===== config.mk =====
export PLATFORM = sky130hd
export DESIGN_NAME = plfsr_enc
export DESIGN_NICKNAME = d
export VERILOG_FILES = /design/src/rtl/plfsr_pkg.sv /design/src/rtl/plfsr_rst_sync.sv /design/src/rtl/plfsr_in_stage.sv /design/src/rtl/plfsr_fb_core.sv /design/src/rtl/plfsr_par_out.sv /design/src/rtl/plfsr_enc.sv
export SDC_FILE = /design/constraint.sdc
export NUM_CORES = 1
export LEC_CHECK = 0
export ABC_AREA = 1
export BUFFER_PORTS_ARGS = -buffer_cell sky130_fd_sc_hd__buf_4
export CORE_AREA = 3 3 40 42
export CTS_CLUSTER_SIZE = 28
export DETAILED_ROUTE_END_ITERATION = 6
export DIE_AREA = 0 0 43 45
export GPL_TIMING_DRIVEN = 0
export PLACE_DENSITY = 0.68
export RECOVER_POWER = 50
export SYNTH_ARGS = -nofsm -noshare
export SYNTH_HDL_FRONTEND = slang
export SYNTH_HIERARCHICAL = 1
export SYNTH_SLANG_ARGS = --single-unit

===== constraint.sdc =====
create_clock -name clk -period 0.8 [get_ports clk]
set_input_delay 0 -clock clk [delete_from_list [all_inputs] [get_ports clk]]
set_output_delay 0 -clock clk [all_outputs]
set_load 0.03 [all_outputs]

===== src/rtl/plfsr_pkg.sv =====
package plfsr_pkg;

  localparam int unsigned MAXW = 64;
  typedef logic [MAXW-1:0] vec_t;

  // Linear form of the k-th new feedback value of one parallel step.
  // Bits [r-1:0] select stored feedback values (bit j = value j+1 steps back),
  // bits [r+p-1:r] select word bits (bit r+d = data bit d).
  function automatic vec_t coef_row(vec_t gpoly, int r, int p, int k);
    vec_t win [MAXW];
    vec_t f;
    f = '0;
    for (int j = 0; j < MAXW; j++) win[j] = (j < r) ? (vec_t'(1) << j) : '0;
    for (int s = 0; s <= k; s++) begin
      f = vec_t'(1) << (r + p - 1 - s);
      for (int j = 0; j < r; j++) if (gpoly[r-1-j]) f ^= win[j];
      for (int j = MAXW - 1; j > 0; j--) win[j] = win[j-1];
      win[0] = f;
    end
    return f;
  endfunction

endpackage


===== src/rtl/plfsr_rst_sync.sv =====
module plfsr_rst_sync (
  input  logic clk,
  input  logic rst_n_i,
  output logic rst_n_o
);
  logic [1:0] sync_q;

  always_ff @(posedge clk or negedge rst_n_i) begin
    if (!rst_n_i) sync_q <= '0;
    else          sync_q <= {sync_q[0], 1'b1};
  end

  assign rst_n_o = sync_q[1];
endmodule


===== src/rtl/plfsr_in_stage.sv =====
module plfsr_in_stage #(
  parameter int unsigned R     = 3,
  parameter int unsigned P     = 3,
  parameter logic [R:0]  GPOLY = 4'b1101,
  parameter bit          PIPE  = 1'b0
) (
  input  logic         clk,
  input  logic         rst_n,
  input  logic         start_i,
  input  logic         valid_i,
  input  logic         last_i,
  input  logic [P-1:0] data_i,
  output logic         start_o,
  output logic         valid_o,
  output logic         last_o,
  output logic [P-1:0] ucon_o
);
  localparam plfsr_pkg::vec_t GEXT = plfsr_pkg::vec_t'(GPOLY);

  logic [P-1:0] ucon_d;

  // Word-only share of each new feedback value: outside the loop.
  for (genvar k = 0; k < P; k++) begin : g_ucon
    localparam plfsr_pkg::vec_t ROW = plfsr_pkg::coef_row(GEXT, int'(R), int'(P), k);
    assign ucon_d[k] = ^(data_i & ROW[R+P-1:R]);
  end

  if (PIPE) begin : g_pipe
    logic         start_q, valid_q, last_q;
    logic [P-1:0] ucon_q;
    logic [P-1:0] ucon_n;

    always_comb begin
      ucon_n = ucon_q;
      if (valid_i) ucon_n = ucon_d;
    end

    always_ff @(posedge clk or negedge rst_n) begin
      if (!rst_n) begin
        start_q <= 1'b0;
        valid_q <= 1'b0;
        last_q  <= 1'b0;
        ucon_q  <= '0;
      end else begin
        start_q <= start_i;
        valid_q <= valid_i;
        last_q  <= last_i & valid_i;
        ucon_q  <= ucon_n;
      end
    end

    assign start_o = start_q;
    assign valid_o = valid_q;
    assign last_o  = last_q;
    assign ucon_o  = ucon_q;

    // the pipeline stage delays every word by exactly one cycle
    assert_pipe_delay_R8: assert property (@(posedge clk) disable iff (!rst_n)
      (valid_i && last_i) |=> (valid_o && last_o))
      else $error("pipelined final word lost");
  end else begin : g_direct
    assign start_o = start_i;
    assign valid_o = valid_i;
    assign last_o  = last_i & valid_i;
    assign ucon_o  = ucon_d;
  end
endmodule


===== src/rtl/plfsr_fb_core.sv =====
module plfsr_fb_core #(
  parameter int unsigned R     = 3,
  parameter int unsigned P     = 3,
  parameter logic [R:0]  GPOLY = 4'b1101
) (
  input  logic         clk,
  input  logic         rst_n,
  input  logic         start_i,
  input  logic         valid_i,
  input  logic [P-1:0] ucon_i,
  output logic [R-1:0] fwin_next_o
);
  localparam plfsr_pkg::vec_t GEXT = plfsr_pkg::vec_t'(GPOLY);

  logic [R-1:0] fwin_q, fwin_d, base, fwin_next;
  logic [P-1:0] fnew;
  logic         fwin_en;

  // A start in the same cycle as a word makes that word see a cleared state.
  assign base = start_i ? '0 : fwin_q;

  for (genvar k = 0; k < P; k++) begin : g_fb
    localparam plfsr_pkg::vec_t ROW = plfsr_pkg::coef_row(GEXT, int'(R), int'(P), k);
    assign fnew[k] = ucon_i[k] ^ (^(base & ROW[R-1:0]));
  end

  // Window of the R most recent feedback values, newest at index 0.
  for (genvar j = 0; j < R; j++) begin : g_win
    if (j < P) begin : g_new
      assign fwin_next[j] = fnew[P-1-j];
    end else begin : g_old
      assign fwin_next[j] = base[j-P];
    end
  end

  always_comb begin
    fwin_en = start_i | valid_i;
    fwin_d  = valid_i ? fwin_next : '0;
  end

  always_ff @(posedge clk or negedge rst_n) begin
    if (!rst_n)       fwin_q <= '0;
    else if (fwin_en) fwin_q <= fwin_d;
  end

  assign fwin_next_o = fwin_next;

  // a lone start leaves the division state cleared
  assert_clear_on_start_R3: assert property (@(posedge clk) disable iff (!rst_n)
    (start_i && !valid_i) |=> (fwin_q == '0))
    else $error("state not cleared by start");

  // idle cycles do not disturb the division state
  assert_idle_hold_R4: assert property (@(posedge clk) disable iff (!rst_n)
    (!start_i && !valid_i) |=> $stable(fwin_q))
    else $error("state moved without a word");
endmodule


===== src/rtl/plfsr_par_out.sv =====
module plfsr_par_out #(
  parameter int unsigned R     = 3,
  parameter logic [R:0]  GPOLY = 4'b1101
) (
  input  logic         clk,
  input  logic         rst_n,
  input  logic         valid_i,
  input  logic         last_i,
  input  logic [R-1:0] fwin_i,
  output logic [R-1:0] parity_o,
  output logic         parity_vld_o
);
  logic [R-1:0] par_d, par_q, par_n;
  logic         done, vld_q;

  // Remainder bit i: feedback values weighted by g_0..g_i.
  always_comb begin
    par_d = '0;
    for (int i = 0; i < int'(R); i++)
      for (int j = 0; j <= i; j++)
        if (GPOLY[i-j]) par_d[i] = par_d[i] ^ fwin_i[j];
  end

  always_comb begin
    done  = valid_i & last_i;
    par_n = par_q;
    if (done) par_n = par_d;
  end

  always_ff @(posedge clk or negedge rst_n) begin
    if (!rst_n) begin
      par_q <= '0;
      vld_q <= 1'b0;
    end else begin
      par_q <= par_n;
      vld_q <= done;
    end
  end

  assign parity_o     = par_q;
  assign parity_vld_o = vld_q;

  // strobe follows each final word
  assert_vld_after_last_R5: assert property (@(posedge clk) disable iff (!rst_n)
    (valid_i && last_i) |=> parity_vld_o)
    else $error("missing parity strobe");

  // no strobe without a valid final word
  assert_vld_only_after_last_R9: assert property (@(posedge clk) disable iff (!rst_n)
    !(valid_i && last_i) |=> !parity_vld_o)
    else $error("spurious parity strobe");

  // remainder held between completions
  assert_parity_hold_R6: assert property (@(posedge clk) disable iff (!rst_n)
    !(valid_i && last_i) |=> $stable(parity_o))
    else $error("parity changed without completion");
endmodule


===== src/rtl/plfsr_enc.sv =====
module plfsr_enc #(
  parameter int unsigned R     = 3,
  parameter int unsigned P     = 3,
  parameter logic [R:0]  GPOLY = 4'b1101,
  parameter bit          PIPE  = 1'b0
) (
  input  logic         clk,
  input  logic         rst_n,
  input  logic         start_i,
  input  logic [P-1:0] data_i,
  input  logic         in_valid,
  input  logic         last_i,
  output logic [R-1:0] parity_o,
  output logic         parity_vld_o
);
  logic         rst_sync_n;
  logic         s_start, s_valid, s_last;
  logic [P-1:0] s_ucon;
  logic [R-1:0] fwin_next;

  plfsr_rst_sync u_rst (
    .clk     (clk),
    .rst_n_i (rst_n),
    .rst_n_o (rst_sync_n)
  );

  plfsr_in_stage #(.R(R), .P(P), .GPOLY(GPOLY), .PIPE(PIPE)) u_in (
    .clk     (clk),
    .rst_n   (rst_sync_n),
    .start_i (start_i),
    .valid_i (in_valid),
    .last_i  (last_i),
    .data_i  (data_i),
    .start_o (s_start),
    .valid_o (s_valid),
    .last_o  (s_last),
    .ucon_o  (s_ucon)
  );

  plfsr_fb_core #(.R(R), .P(P), .GPOLY(GPOLY)) u_core (
    .clk         (clk),
    .rst_n       (rst_sync_n),
    .start_i     (s_start),
    .valid_i     (s_valid),
    .ucon_i      (s_ucon),
    .fwin_next_o (fwin_next)
  );

  plfsr_par_out #(.R(R), .GPOLY(GPOLY)) u_out (
    .clk          (clk),
    .rst_n        (rst_sync_n),
    .valid_i      (s_valid),
    .last_i       (s_last),
    .fwin_i       (fwin_next),
    .parity_o     (parity_o),
    .parity_vld_o (parity_vld_o)
  );
endmodule


# After elaboration in Yosys (flattened, before gate mapping)
# Cells that the tools add are included.
# word_totals
ff_bits,9
latch_bits,0
mem_bits_rw,0
mem_bits_ro,0
in_bits,8
out_inout_bits,4
wordCells,19
mem_count,0
# classes
n_addsub,0
mul,0
n_div,0
order_cmp,0
eq_ne,0
shifts,0
n_mux,2
bitwise,7
reduce_logical,6
# ops
operator,n
XOR reduction 3 bit,6
2-to-1 mux 3 bit,2
XOR 1 bit,4
bitwise AND 1 bit,2
bitwise OR 1 bit,1

# Depth between registers and ports, before layout
# logic_depth
depth_word,4
ltp_mapped,11
depth_no_buf,11

# By module
# Netlist, hierarchy kept.
# modules_own_cells
module,n_inst,cells_per_inst,area_per_inst_um2,seq_area_each_um2
plfsr_fb_core,1,36,250.2,75.1
plfsr_par_out,1,18,162.7,100.1
plfsr_in_stage,1,16,73.8,0.0
plfsr_rst_sync,1,3,53.8,50.0

# Worst setup path before layout
# OpenSTA, ideal clock, no wires.
# synth_timing
kind,register -> register
startpoint,register u_core.fwin_q[1]
endpoint,register u_out.par_q[2] (netlist: u_out/parity_o[2])
arrival_time_ns,1.046
required_ns,0.683
slack_ns,-0.363
path_stages_with_launch,11
period_less_slack_ns,1.163
path_cell_list,dfrtp_1 -> inv_1 -> nor2_4 -> nand2_1 -> o21ai_0 -> nand2_1 -> and2_1 -> inv_1 -> nand2_1 -> nand3_2 -> nand2_1
# synth_between
elab_chain_len,4
# synth_rtl
item,line_no,source
"start, declared",plfsr_fb_core.sv:15,"logic [R-1:0] fwin_q, fwin_d, base, fwin_next;"
"start signal, assigned",plfsr_fb_core.sv:43,else if (fwin_en) fwin_q <= fwin_d;
2-to-1 mux 3 bit,plfsr_fb_core.sv:20,assign base = start_i ? '0 : fwin_q;
XOR reduction 3 bit,plfsr_fb_core.sv:24,assign fnew[k] = ucon_i[k] ^ (^(base & ROW[R-1:0]));
XOR 1 bit,plfsr_fb_core.sv:24,
net fwin_next[0],plfsr_enc.sv:19,logic [R-1:0] fwin_next;
XOR 1 bit,plfsr_par_out.sv:21,if (GPOLY[i-j]) par_d[i] = par_d[i] ^ fwin_i[j];
"end signal, assigned",plfsr_par_out.sv:35,par_q <= par_n;
"end, declared",plfsr_par_out.sv:13,"logic [R-1:0] par_d, par_q, par_n;"
# The timed path passes the listed nets, and every way through them passes these cells.
# A chain may end at the register's enable or synchronous reset.

# Worst setup path after layout
# layout_timing
startpoint,register u_core.fwin_q[2]
endpoint,register u_out.par_q[2] (netlist: u_out/parity_o[2])
# The elaborated chain is that of the path after synthesis.

==> impl_metrics.toml <==
[place]
hpwl_um = 742
io_buffers = 10
gp_congestion = 0.691
place_area_um2 = 637

[drt]
dr.pass1.iters = 3
ant_nets = 0
vias_per_cell = 4.43
wirelength_um = 1040
drc = 0
drt_iter0_markers = 5
wl_per_cell_um = 9.49
via_count = 487

[global_route]
grt_pass1_wl_um = 1640
grt_max_degree = 8
antenna_found_initial = 0
grt_pass1_vias = 425
grt_usage = 0.116
grt-ovfl-total = 0

[cells_and_area]
final_common_cell = "nand2_1"
drive_above_1_share = 0.432
fin_nets = 104
finalInstanceArea_um2 = 768
diodes = 0
final_cell_mix = "nand2_1 (23), buf_4 (15), dfrtp_1 (9), inv_1 (8), nand2_2 (7)"
syn2layout_area_growth_pct = 42.1

[timing]
grt_setup_unrepaired = "yes"
timing.hold.ws_ps = 46.7
setup_viol = 6
layout_setup_ws_ps = -385
finalHoldViolCount = 0
clock_skew_ps = 2.78
slew_violations = 0
clock.fmax_mhz = 844
fin_crit_ps = 1180
post-route-period-util = 1.48

[floorplanning]
die_h_um = 45
fp.dieW_um = 43
initial_utilization = 0.421
core_area_mm2 = 0.00128
ios = 12
dieArea_mm2 = 0.00194
rows = 13

[clock_tree]
cts_root_buf = "clkbuf_4"
clkLatencyLatePin_ps = 260
clock-sinks = 9
cts_buffer_depth = 2
cts_max_level = 1
cts-buffers-inserted = 3
cts_tree = "yes"
clkTransAtPathRegs_ps = 60

[hold_path]
hold_start = "in_valid"
hp-class = "in2reg"
min_path_cells = 3
hold-path-endpoint = "u_core/fwin_q[2]$_DFFE_PN0P_"

[critical_path]
worstReg2RegEnd = "u_out/parity_o[2]$_DFFE_PN0P_"
crit_arrival_ps = 1340
cp-end-kind = "flip-flop"
cp-start-kind = "flip-flop"
reg2reg_slack_ps = -380
cp_max_fo = 3
crit_required_ps = 960
reg2reg_from = "u_core/fwin_q[2]$_DFFE_PN0P_"
r2r_cells = 9
crit_type = "reg2reg"

[synth]
ys_seq_area_frac = 0.417
synth_cell_types = 16
synth-seq-cells = 9
ys_warn_count = 6
synth_nets = 81
synth_area_per_cell_um2 = 7.40
netlist_area_um2 = 541
synthCells = 73

[outcome]
status = "finished with violations"
failed_checks = "negative setup slack"

[pwr]
leakage_uw = 0.000431
p_per_area_mw_per_mm2 = 2050
total_power_uw = 1580
ir_worst_vdd_mv = 1.10

[job]
drv_cap = 0
metal layers:
| metal | up-vias | global-route usage | wire length [um] |
|---|---|---|---|
| met5 | - | 0 | 0 |
| met3 | 2 | 0.0717 | 54 |
| li1 | 260 | - | - |
| met4 | 0 | 0.0181 | 24 |
| met1 | 216 | 0.136 | 444 |
| met2 | 9 | 0.186 | 521 |
cell usage after synthesis (all sizes together):
cell | n | area, um^2
nand2 | 31 | 129
inv | 14 | 52.6
dfrtp | 9 | 225
nand3 | 7 | 45.0
buf | 3 | 22.5
o21ai | 3 | 15.0
and2 | 1 | 6.26
conb | 1 | 3.75
nand4 | 1 | 6.26
nor2 | 1 | 11.3
o211ai | 1 | 7.51
xnor2 | 1 | 16.3
timing repair:
action	4_1_cts	5_1_grt
buffers inserted	4	5
hold buffers	1	0
pin swaps	12	10
hold endpoints to repair	2	0
resized for setup	10	5
setup endpoints to repair	9	9
sequential cells by signal, summed over array words and instances (netlist names):
| signal | count |
|---|---|
| u_core/fwin_q | 3 |
| u_rst/sync_q | 2 |
| u_out/parity_vld_o | 1 |
| u_out/parity_o | 3 |
power by group:
part           switching (uW)  internal, uW  total, uW
combinational             329           317        646
clock                     154           192        346
sequential               60.4           524        585
per-stage QoR:
stage          worst slack, ps  TNS, ps   util  cells
2_1_floorplan             -334    -1160      -     73
5_1_grt                   -485    -2420  0.598    110
3_3_place_gp              -412    -1590  0.496     98
3_5_place_dp              -429    -1660  0.496     98
4_1_cts                   -397    -1900  0.571    106
6_report                  -385    -1820  0.598    110
worst max-delay path, cell delays in order (launching register included):
cell	delay, ps
dfrtp_1	430
inv_2	110
nand2_2	60
o21ai_1	70
nand2_1	80
and2_4	140
inv_2	50
nand2_2	50
nand3_2	50
nand2_1	50
final cells by class:
class / count / area (um^2)
fillers: 116 / 517
multi-input cells: 47 / 274
flip-flops and latches: 9 / 225
repair buffers: 18 / 149
inverters: 14 / 52.6
clock buffers: 4 / 26.3
plain buffers: 3 / 22.5
well taps: 15 / 18.8
cells by family (layout without fill, tap and decap cells):
family | Yosys count | count (layout) | synth area share
simple gates | 41 | 41 | 0.366
buf+inv | 17 | 39 | 0.139
flops | 9 | 9 | 0.417
compound gates | 4 | 4 | 0.0417
other cells | 1 | 1 | 0.00694
xor+xnor | 1 | 1 | 0.0301
how the worst max path moves through the flow:
stage | startpoint | endpoint
floorplan | u_core/fwin_q[1]$_DFFE_PN0P_ | u_out/parity_o[2]$_DFFE_PN0P_
CTS | u_core/fwin_q[1]$_DFFE_PN0P_ | u_out/parity_o[2]$_DFFE_PN0P_
global placement | u_core/fwin_q[1]$_DFFE_PN0P_ | u_out/parity_o[2]$_DFFE_PN0P_
global route | u_core/fwin_q[2]$_DFFE_PN0P_ | u_out/parity_o[2]$_DFFE_PN0P_
finish | u_core/fwin_q[2]$_DFFE_PN0P_ | u_out/parity_o[2]$_DFFE_PN0P_
detailed placement | u_core/fwin_q[1]$_DFFE_PN0P_ | u_out/parity_o[2]$_DFFE_PN0P_
Note: power is estimated with default switching activity, not from simulation.
